--- config.mk ---
export PLATFORM = sky130hd
export DESIGN_NAME = upset_safe_seq
export DESIGN_NICKNAME = d
export VERILOG_FILES = /design/src/rtl/upset_seq_pkg.sv /design/src/rtl/seq_code_decode.sv /design/src/rtl/seq_next_state.sv /design/src/rtl/seq_out_decode.sv /design/src/rtl/upset_safe_seq.sv
export SDC_FILE = /design/constraint.sdc
export NUM_CORES = 1
export LEC_CHECK = 0
export ABC_CLOCK_PERIOD_IN_PS = 3300
export BUFFER_PORTS_ARGS = -buffer_cell sky130_fd_sc_hd__buf_4
export CAP_MARGIN = 20
export CELL_PAD_IN_SITES_DETAIL_PLACEMENT = 2
export CELL_PAD_IN_SITES_GLOBAL_PLACEMENT = 2
export CORE_ASPECT_RATIO = 0.75
export CORE_MARGIN = 2
export CORE_UTILIZATION = 29
export DETAILED_ROUTE_END_ITERATION = 7
export PLACE_DENSITY_LB_ADDON = 0.15
export SLEW_MARGIN = 5
export SYNTH_ARGS = -nofsm -noshare
export SYNTH_HDL_FRONTEND = slang
export SYNTH_SLANG_ARGS = --single-unit
--- constraint.sdc ---
create_clock -name clk -period 3.3 [get_ports clk]
set_input_delay 0.33 -clock clk [delete_from_list [all_inputs] [get_ports clk]]
set_output_delay 0.33 -clock clk [all_outputs]
set_load 0.02 [all_outputs]
--- src/rtl/upset_seq_pkg.sv ---
`timescale 1ns/1ps
package upset_seq_pkg;
  localparam int CODE_W  = 5;
  localparam int N_STATE = 4;
  localparam int SEL_W   = $clog2(N_STATE);

  typedef enum logic [SEL_W-1:0] {
    S_IDLE = 2'd0,
    S_REQ  = 2'd1,
    S_XFER = 2'd2,
    S_DONE = 2'd3
  } seq_state_e;

  typedef logic [CODE_W-1:0] code_t;

  // codeword of each state; pairwise distance >= 3
  function automatic code_t code_of(seq_state_e s);
    case (s)
      S_IDLE:  return 5'b00000;
      S_REQ:   return 5'b00111;
      S_XFER:  return 5'b11001;
      default: return 5'b11110;
    endcase
  endfunction

  // number of differing bit positions
  function automatic int bit_distance(code_t a, code_t b);
    int n;
    code_t d;
    n = 0;
    d = a ^ b;
    for (int i = 0; i < CODE_W; i++) n += int'(d[i]);
    return n;
  endfunction
endpackage

--- src/rtl/seq_code_decode.sv ---
`timescale 1ns/1ps
module seq_code_decode
  import upset_seq_pkg::*;
(
  input  code_t      raw_i,
  output seq_state_e state_o,
  output logic       fixed_o,
  output logic       bad_o
);
  logic [N_STATE-1:0] near;
  logic [N_STATE-1:0] exact;

  for (genvar g = 0; g < N_STATE; g++) begin : g_cmp
    assign near[g]  = bit_distance(raw_i, code_of(seq_state_e'(g))) <= 1;
    assign exact[g] = raw_i == code_of(seq_state_e'(g));
  end

  always_comb begin
    state_o = S_IDLE;
    for (int i = 0; i < N_STATE; i++)
      if (near[i]) state_o = seq_state_e'(i);
  end

  assign fixed_o = (|near) & ~(|exact);
  assign bad_o   = ~(|near);
endmodule

--- src/rtl/seq_next_state.sv ---
`timescale 1ns/1ps
module seq_next_state
  import upset_seq_pkg::*;
(
  input  seq_state_e cur_i,
  input  logic       bad_i,
  input  logic       start_i,
  input  logic       grant_i,
  input  logic       last_i,
  output seq_state_e nxt_o
);
  always_comb begin
    nxt_o = cur_i;
    if (bad_i) begin
      nxt_o = S_IDLE;
    end else begin
      case (cur_i)
        S_IDLE:  if (start_i) nxt_o = S_REQ;
        S_REQ:   if (grant_i) nxt_o = S_XFER;
        S_XFER:  if (last_i)  nxt_o = S_DONE;
        default: nxt_o = S_IDLE;
      endcase
    end
  end
endmodule

--- src/rtl/seq_out_decode.sv ---
`timescale 1ns/1ps
module seq_out_decode
  import upset_seq_pkg::*;
(
  input  seq_state_e         cur_i,
  output logic [N_STATE-1:0] sel_o
);
  for (genvar g = 0; g < N_STATE; g++) begin : g_sel
    assign sel_o[g] = cur_i == seq_state_e'(g);
  end
endmodule

--- src/rtl/upset_safe_seq.sv ---
`timescale 1ns/1ps
module upset_safe_seq
  import upset_seq_pkg::*;
(
  input  logic              clk,
  input  logic              rst_n,
  input  logic              start_i,
  input  logic              grant_i,
  input  logic              last_i,
  input  logic [CODE_W-1:0] flip_mask_i,
  output logic              idle_o,
  output logic              req_o,
  output logic              xfer_o,
  output logic              done_o,
  output logic              fix_o,
  output logic              fatal_o
);
  code_t              word_q;
  logic               fatal_q;
  seq_state_e         cur_st;
  seq_state_e         nxt_st;
  logic               fixed_w;
  logic               bad_word;
  logic [N_STATE-1:0] sel;

  seq_code_decode u_dec (
    .raw_i   (word_q),
    .state_o (cur_st),
    .fixed_o (fixed_w),
    .bad_o   (bad_word)
  );

  seq_next_state u_nxt (
    .cur_i   (cur_st),
    .bad_i   (bad_word),
    .start_i (start_i),
    .grant_i (grant_i),
    .last_i  (last_i),
    .nxt_o   (nxt_st)
  );

  seq_out_decode u_out (
    .cur_i (cur_st),
    .sel_o (sel)
  );

  always_ff @(posedge clk or negedge rst_n) begin
    if (!rst_n) begin
      word_q  <= code_of(S_IDLE);
      fatal_q <= 1'b0;
    end else begin
      word_q  <= code_of(nxt_st) ^ flip_mask_i;
      fatal_q <= fatal_q | bad_word;
    end
  end

  assign idle_o  = sel[S_IDLE];
  assign req_o   = sel[S_REQ];
  assign xfer_o  = sel[S_XFER];
  assign done_o  = sel[S_DONE];
  assign fix_o   = fixed_w;
  assign fatal_o = fatal_q;
endmodule

**After elaboration in Yosys (flattened, before gate mapping)**

Index checks and enable logic that the tools add are counted.
Widths: inputs -> output; s select.

- Flip-flop bits (word level): 6
- Input port bits: 10
- Output and inout bits: 6
- Logic and storage cells: 52

- Add/subtract/negate cells: 16
- Order comparisons: 4
- Equal/unequal tests: 8
- Mux-type cells: 9
- Bitwise operators: 8
- Reduce and logical (&&, ||, !) cells: 5

Operators with widths:

| cell | count |
|---|---|
| $add 32x2->32 | 12 |
| $le 32x2->1 const B | 4 |
| $pmux 5 s3 | 1 |
| $mux 2 | 6 |
| $eq 5x5->1 const B | 2 |
| $add 1x1->2 | 4 |
| $reduce_or 4->1 | 2 |
| $eq 2x2->1 const B | 3 |
| $not 3->3 | 2 |
| $pmux 2 s3 | 1 |
| $eq 5x3->1 const B | 1 |
| $logic_not 5->1 | 1 |
| $xor 5x5->5 | 1 |
| $eq 2x1->1 const B | 2 |
| $logic_not 2->1 | 2 |
| $not 4->4 | 1 |
| $not 1->1 | 2 |
| $and 1x1->1 | 1 |
| $mux 1 | 1 |
| $or 1x1->1 | 1 |

**Depth between registers and ports, before layout**

Gate-level depths: netlist of the first run.

- Depth after elaboration: 15
- Gate-level depth with buffers: 15
- Depth with buffers taken out: 15

**Cells and area by module**

A second synthesis of the first run with hierarchy kept.

- Cells, all modules: 73
- Area, all modules: 779.5 sq um

By module, submodules not included:

| module | instances | cells each | area each (sq um) | sequential area each (sq um) |
|---|---|---|---|---|
| seq_code_decode | 1 | 43 | 441.7 | 0.0 |
| upset_safe_seq | 1 | 19 | 257.7 | 150.1 |
| seq_next_state | 1 | 7 | 53.8 | 0.0 |
| seq_out_decode | 1 | 4 | 26.3 | 0.0 |

**Worst setup path after synthesis of the first run**

No wires, ideal clock.

- Path kind: register -> register
- Start: register word_q[0]
- End: register word_q[3]
- Setup time: 80 ps
- Arrival: 3570 ps
- Required time: 3220 ps
- Setup slack: -350 ps
- Stages on the path, launching flop included: 15
- Buffers on the path: 0
- Period minus slack after synthesis: 3650 ps
- Cells stage by stage: dfrtp_1 inv_1 ha_1 inv_1 fa_1 inv_1 ha_1 inv_1 fa_1 a222oi_1 o21a_2 a211oi_4 ha_1 nor2_1 xnor2_1

- Word-level cells in the longest chain between the ends: 15
- Elaborated cells between the ends (all ways): 39
- Those cells by class: 16 x add/sub; 4 x order compare; 4 x eq/ne; 9 x mux; 3 x bitwise; 3 x reduce/logical

RTL lines:

| element | RTL line | RTL |
|---|---|---|
| from (decl) | upset_safe_seq.sv:18 | `code_t word_q;` |
| from (signal assigned) | upset_safe_seq.sv:49 | `word_q <= code_of(S_IDLE);` |
| from (signal assigned) | upset_safe_seq.sv:52 | `word_q <= code_of(nxt_st) ^ flip_mask_i;` |
| $not 3->3 (no line) | - |  |
| $add 1x1->2 | upset_seq_pkg.sv:32 | `for (int i = 0; i < CODE_W; i++) n += int'(d[i]);` |
| $add 32x2->32 (3 in a row) | upset_seq_pkg.sv:32 |  |
| $le 32x2->1 | seq_code_decode.sv:14 | `assign near[g] = bit_distance(raw_i, code_of(seq_state_e'(g))) <= 1;` |
| $mux 1 | seq_code_decode.sv:21 | `if (near[i]) state_o = seq_state_e'(i);` |
| $mux 2 | seq_code_decode.sv:21 |  |
| $mux 2 (*) | seq_code_decode.sv:21 |  |
| $logic_not 2->1 (*) | - |  |
| via idle_o | upset_safe_seq.sv:11 | `output logic idle_o,` |
| $pmux 2 s3 (*) | seq_next_state.sv:17 | `case (cur_i)` |
| $mux 2 (*) | seq_next_state.sv:14 | `if (bad_i) begin` |
| $eq 2x2->1, or another cell as far along | upset_seq_pkg.sv:18 | `case (s)` |
| $pmux 5 s3 (*) | upset_seq_pkg.sv:18 |  |
| $xor 5x5->5 (*) | upset_safe_seq.sv:52 |  |

Mark *: on every way through the listed nets, which the timed path passes. The rest lies on a longest branch.

**Final worst setup path of the first run**

- Start: register word_q[1]
- End: output port fix_o

- Word-level cells in the longest chain between the ends: 8
- Elaborated cells between the ends (all ways): 30
- Those cells by class: 16 x add/sub; 4 x order compare; 3 x eq/ne; 4 x bitwise; 3 x reduce/logical

RTL lines:

| element | RTL line | RTL |
|---|---|---|
| $not 3->3 (no line) / $not 4->4 (equally long branches) | - |  |
| $add 1x1->2 | upset_seq_pkg.sv:32 |  |
| $add 32x2->32 (3 in a row) | upset_seq_pkg.sv:32 |  |
| $le 32x2->1 | seq_code_decode.sv:14 |  |
| $reduce_or 4->1 | seq_code_decode.sv:24 | `assign fixed_o = (\|near) & ~(\|exact);` |
| $and 1x1->1 (*) | seq_code_decode.sv:24 |  |
| to (decl) | upset_safe_seq.sv:15 | `output logic fix_o,` |

Mark *: on every way between the ends. The rest lies on a longest branch, timed or not.

==> metrics.yaml, run 1 <==
clock_tree:
  cts_buffer_depth: 2
  path_clk_slew_ps: 40
  htreeDepth: 1
  clock-sinks: 6
  cts_buffers: 3
  clock_latency_ps: 240
  cts_root_buf: "clkbuf_4"
  cts_tree: "done"
timing:
  maxSlewHeadroom_pct: 79.3
  worstMarginPinSlew_ps: 310
  finalMaxSlewViolations: 0
  rsz0062_at_grt: "yes"
  finalCriticalPeriod_ps: 3380
  max_freq_mhz: 296
  finalSetupViolations: 1
  timing.setup.tns_ps: -76.0
  fin_crit_sh_pct: 102
  hold_viol_final: 0
  worst_slack_ps: -76.0
  fin_worst_skew_ps: 2.35
routing:
  wl_per_cell_um: 13.8
  drcViolationCount: 0
  via_per_inst: 4.20
  first_pass_iters: 4
  drt-total-wl_mm: 1.89
  vias: 575
  first_iter_violations: 20
  final_antenna_net_count: 0
layout:
  fin_util_pct: 47.9
  diodes: 0
  nets: 133
  syn2layout_area_growth_pct: 58.2
  fin_area_um2: 1090
  stdcell_count: 137
  drive_gt1_share_pct: 54.4
status:
  violations: "setup timing"
  status: "finished with violations"
floorplan:
  core-area_um2: 2270
  initial_utilization_pct: 30.3
  fp-row-count: 15
  die_w_um: 60.3
  io_pins: 16
  dieArea_um2: 2780
  dieHeight_um: 46.2
setup_path:
  cp-end-kind: "output pin"
  arrival_ps: 3050
  worst-path-max-fanout: 3
  startpoint: "word_q[1]"
  r2r-start: "word_q[1]"
  critPathLaunchType: "flip-flop"
  path_class: "flip-flop to output pin"
  required_ps: 2970
synthesis:
  synth_top_area_share_pct: 23.3
  synthFlopType: "dfrtp_1"
  synth.yosys.seq_area_share_pct: 21.8
  synth.distinct_cells: 24
  ys_ff_latch: 6
  yosys-top-cells-count: "inv_1, ha_1, fa_1"
  synth.cell_area_um2: 688
  synthArstFlopShare_pct: 100
  synth_edf_count: 0
  synth_top_cell_by_area: "fa_1"
  synth_cells: 67
  synth.most_common_cell: "inv_1"
  synth_warnings: 0
  syn-num-nets: 95
  yosys-top-cells-area: "fa_1, dfrtp_1, ha_1, inv_1, xnor2_1"
  synth.avg_cell_area_um2: 10.3
global_routing:
  grt_overflow: 0
  grt_usage_pct: 15.1
  grt_first_pass_wirelength_mm: 2.89
  antenna_found_initial: 0
  grt_pass1_vias: 665
  grt_max_degree: 7
place:
  placed_cell_area_um2: 943
  dp.cells: 127
  portBuffers: 15
  dp_hpwl_mm: 1.43
  place.gp.congestion: 0.731
job:
  maxCapViolCount: 0
hold_path:
  worstHoldStart: "flip_mask_i[3]"
  hold_class: "primary input to flip-flop"
## repair_timing
action,CTS,global route
hold buffers,1,0
pin swaps,4,7
buffers inserted,3,3
endpoints found under the hold margin,6,0
gates resized for setup,5,13
endpoints found under the setup margin,5,5
## per-layer routing
| layer | up-vias | global-route usage [%] | wire (um) |
|---|---|---|---|
| met5 | - | 0 | 0 |
| met4 | 0 | 9.33 | 19 |
| met3 | 2 | 1.97 | 42 |
| met2 | 13 | 26.7 | 1020 |
| met1 | 281 | 17.4 | 811 |
| li1 | 279 | - | - |
## registers in the layout (all words and copies together) (netlist names)
| name | cells |
|---|---|
| fatal_o | 1 |
| word_q | 5 |
## cells by family (layout without fill, tap and decap cells)
| kind of cell | count (synthesis) | count (layout) | synth area share [%] |
|---|---|---|---|
| fa+ha+maj | 18 | 18 | 41.5 |
| buf+inv | 17 | 53 | 9.27 |
| simple gates | 11 | 11 | 8.37 |
| compound gates | 9 | 9 | 11.3 |
| flops | 6 | 6 | 21.8 |
| xor+xnor | 5 | 5 | 6.36 |
| mux | 1 | 1 | 1.45 |
## cell type report
type                            count  area [um^2]
Clock buffer                        3         22.5
Fill cell                         238         1180
Inverter                           17         63.8
Multi-Input combinational cell     44          556
Sequential cell                     6          150
Tap cell                           34         42.5
Timing Repair Buffer               33          254
## worst max-delay path: stages (launching register included)
cell      delay [ps]
dfrtp_1          380
inv_2             80
ha_4             210
fa_1             510
inv_1             60
ha_2             170
inv_2             50
fa_2             430
a222oi_1         350
buf_4            190
o21a_4           150
a311oi_2          40
buf_4            170
## layout by cell type (no fill, tap or decap), types with 2 or more instances in the layout
cell type   n
buf_4      31
inv_1      11
inv_2       6
fa_1        6
dfrtp_1     6
ha_1        5
ha_2        3
clkbuf_4    3
nand3_1     2
nand2_1     2
xnor2_2     2
xor2_1      2
fa_2        2
ha_4        2
## worst paths after layout
check                                  to  cells after the start  slack [ps]
min in group asynchronous       word_q[3]                      2         450
worst max register to register  word_q[3]                     15          80
worst min register to register    fatal_o                      1         540
worst min-delay path            word_q[3]                      2         270
worst max-delay path                fix_o                     12         -80
max in group asynchronous       word_q[0]                      2        2740
## through the flow
step	worst slack [ps]	hold slack, ps
2_1_floorplan	-221	34.4
3_3_place_gp	-79.4	135
3_5_place_dp	-108	137
4_1_cts	-91.0	268
5_1_grt	-227	264
6_report	-76.0	273
Power of run 1 is left out: the tool's default activity adds up to more than one toggle a clock period on the data nets, which glitch-free logic cannot reach.
==> inputs of run 2 (changes only) <==
Settings changed: ABC_CLOCK_PERIOD_IN_PS 3300 to 3380, CORE_UTILIZATION 29 to 32.
Clock period 3.3 ns to 3.38 ns, I/O delays scaled along.
==> run 2 against run 1 <==
Against the previous run:
- the run still ends with setup timing left
- hold slack lost 15 ps
- clock-buffer cell count unchanged
- first-iteration DRC count grew 30%
- global-route usage is 9.5 points higher
- sequential share of layout area shrank 0.85 points
- setup slack worse by 210 ps
- sequential cell count is the same
- non-clock buffer count rose by 7
- core utilization up 9.6 points
- critical endpoint unchanged
==> metrics.yaml, run 2 (synthesized netlist as in run 1, its figures left out) <==
status:
  violations: "setup timing"
  status: "finished with violations"
global_routing:
  grt_busiest_layer: "met2"
  met2_usage_pct: 46.6
  grt_overflow: 0
  grt_use_met1_pct: 28.0
  grt_max_degree: 7
  grt_first_pass_wirelength_mm: 4.20
  grt_pass1_vias: 777
  grt_usage_pct: 24.6
  use_met3_pct: 4.68
  antenna_found_initial: 0
setup_path:
  required_ps: 3040
  arrival_ps: 3320
  path_class: "flip-flop to output pin"
  cp-end-kind: "output pin"
  critPathLaunchType: "flip-flop"
  worst-path-max-fanout: 3
layout:
  layout_commonest_cell: "buf_4"
  fin_area_um2: 1160
  diodes: 0
  nets: 140
  largest_register_ffs: 5
  n_fill_cell: 198
  syn2layout_area_growth_pct: 68.5
  drive_gt1_share_pct: 59.1
  layout_common_cells: "buf_4, inv_1, inv_2, fa_1, dfrtp_1"
  top_register: "word_q"
timing:
  max_freq_mhz: 273
  fin_crit_sh_pct: 108
  finalCriticalPeriod_ps: 3660
  rsz0062_at_grt: "yes"
  worst_slack_ps: -282
  finalSetupViolations: 8
  worstMarginPinSlew_ps: 324
  finalMaxSlewViolations: 0
  maxSlewHeadroom_pct: 78.4
  hold_viol_final: 0
  fin_worst_skew_ps: 1.27
clock_tree:
  cts_buffer_depth: 2
  cts_root_buf: "clkbuf_4"
  clock-sinks: 6
  cts_tree: "done"
  htreeDepth: 1
  clock_latency_ps: 260
  path_clk_slew_ps: 60
  cts_buffers: 3
place:
  portBuffers: 15
  placed_cell_area_um2: 946
  dp_hpwl_mm: 1.70
  place.gp.congestion: 0.746
floorplan:
  initial_utilization_pct: 34.2
  fp-row-count: 14
  core-area_um2: 2010
  die_w_um: 57.5
  io_pins: 16
  dieHeight_um: 44.2
  dieArea_um2: 2540
routing:
  first_pass_iters: 6
  drt-total-wl_mm: 3.33
  first_iter_violations: 26
  wl_per_cell_um: 24.8
  vias: 676
  final_antenna_net_count: 0
  drcViolationCount: 0
  via_per_inst: 5.04
hold_path:
  hold_class: "primary input to flip-flop"
job:
  maxCapViolCount: 0
run 2: what timing repair did:
action,4_1_cts,5_1_grt
resized for setup,17,5
endpoints found under the hold margin,6,0
pin swaps,9,10
endpoints found under the setup margin,5,8
hold buffers,1,0
cloned,0,0
setup buffers,8,5
run 2: worst max-delay path, cell delays in order, from the launching register on:
cell	delay, ps
dfrtp_1	400
inv_2	80
ha_4	310
inv_4	50
fa_1	470
inv_1	100
ha_2	210
inv_2	50
fa_2	550
a222oi_1	90
buf_4	170
o21a_4	130
a311oi_2	240
buf_4	200
run 2: worst paths after layout:
path,start,end,slack [ps],depth (start not counted)
worst max register to register,word_q[0],word_q[0],-210,16
worst max-delay path,word_q[0],fix_o,-280,13
min in group asynchronous,rst_n,word_q[3],480,2
max in group asynchronous,rst_n,fatal_o,2770,2
worst min-delay path,flip_mask_i[1],word_q[1],260,2
worst min register to register,fatal_o,fatal_o,510,1
run 2: area by class of cell:
class	count	area [um^2]	area share (%)
Inverter	17	66.3	5.72
Multi-Input combinational cell	44	568	49.0
Timing Repair Buffer	40	323	27.8
Clock buffer	3	22.5	1.94
Tap cell	24	30.0	2.59
Sequential cell	6	150	12.9
run 2: routing by layer:
metal | up-vias | share of wire, %
li1 | 291 | -
met1 | 349 | 41
met2 | 30 | 52
met3 | 6 | 4.6
met4 | 0 | 1.8
met5 | - | 0
run 2: through the flow:
| stage | TNS (ps) | setup slack, ps | hold WS (ps) | instances | utilization (%) |
|---|---|---|---|---|---|
| final | -1290 | -282 | 258 | 134 | 57.6 |
| after CTS | -73.8 | -38.4 | 263 | 130 | 55.1 |
| after global placement | 0 | 45.9 | 145 | 119 | 47.0 |
| after floorplan | -421 | -141 | 42.4 | 67 | - |
| after global routing | -1820 | -337 | 251 | 134 | 57.6 |
| after detailed placement | -403 | -147 | 152 | 119 | 47.0 |
Power of run 2 is left out for the same reason.
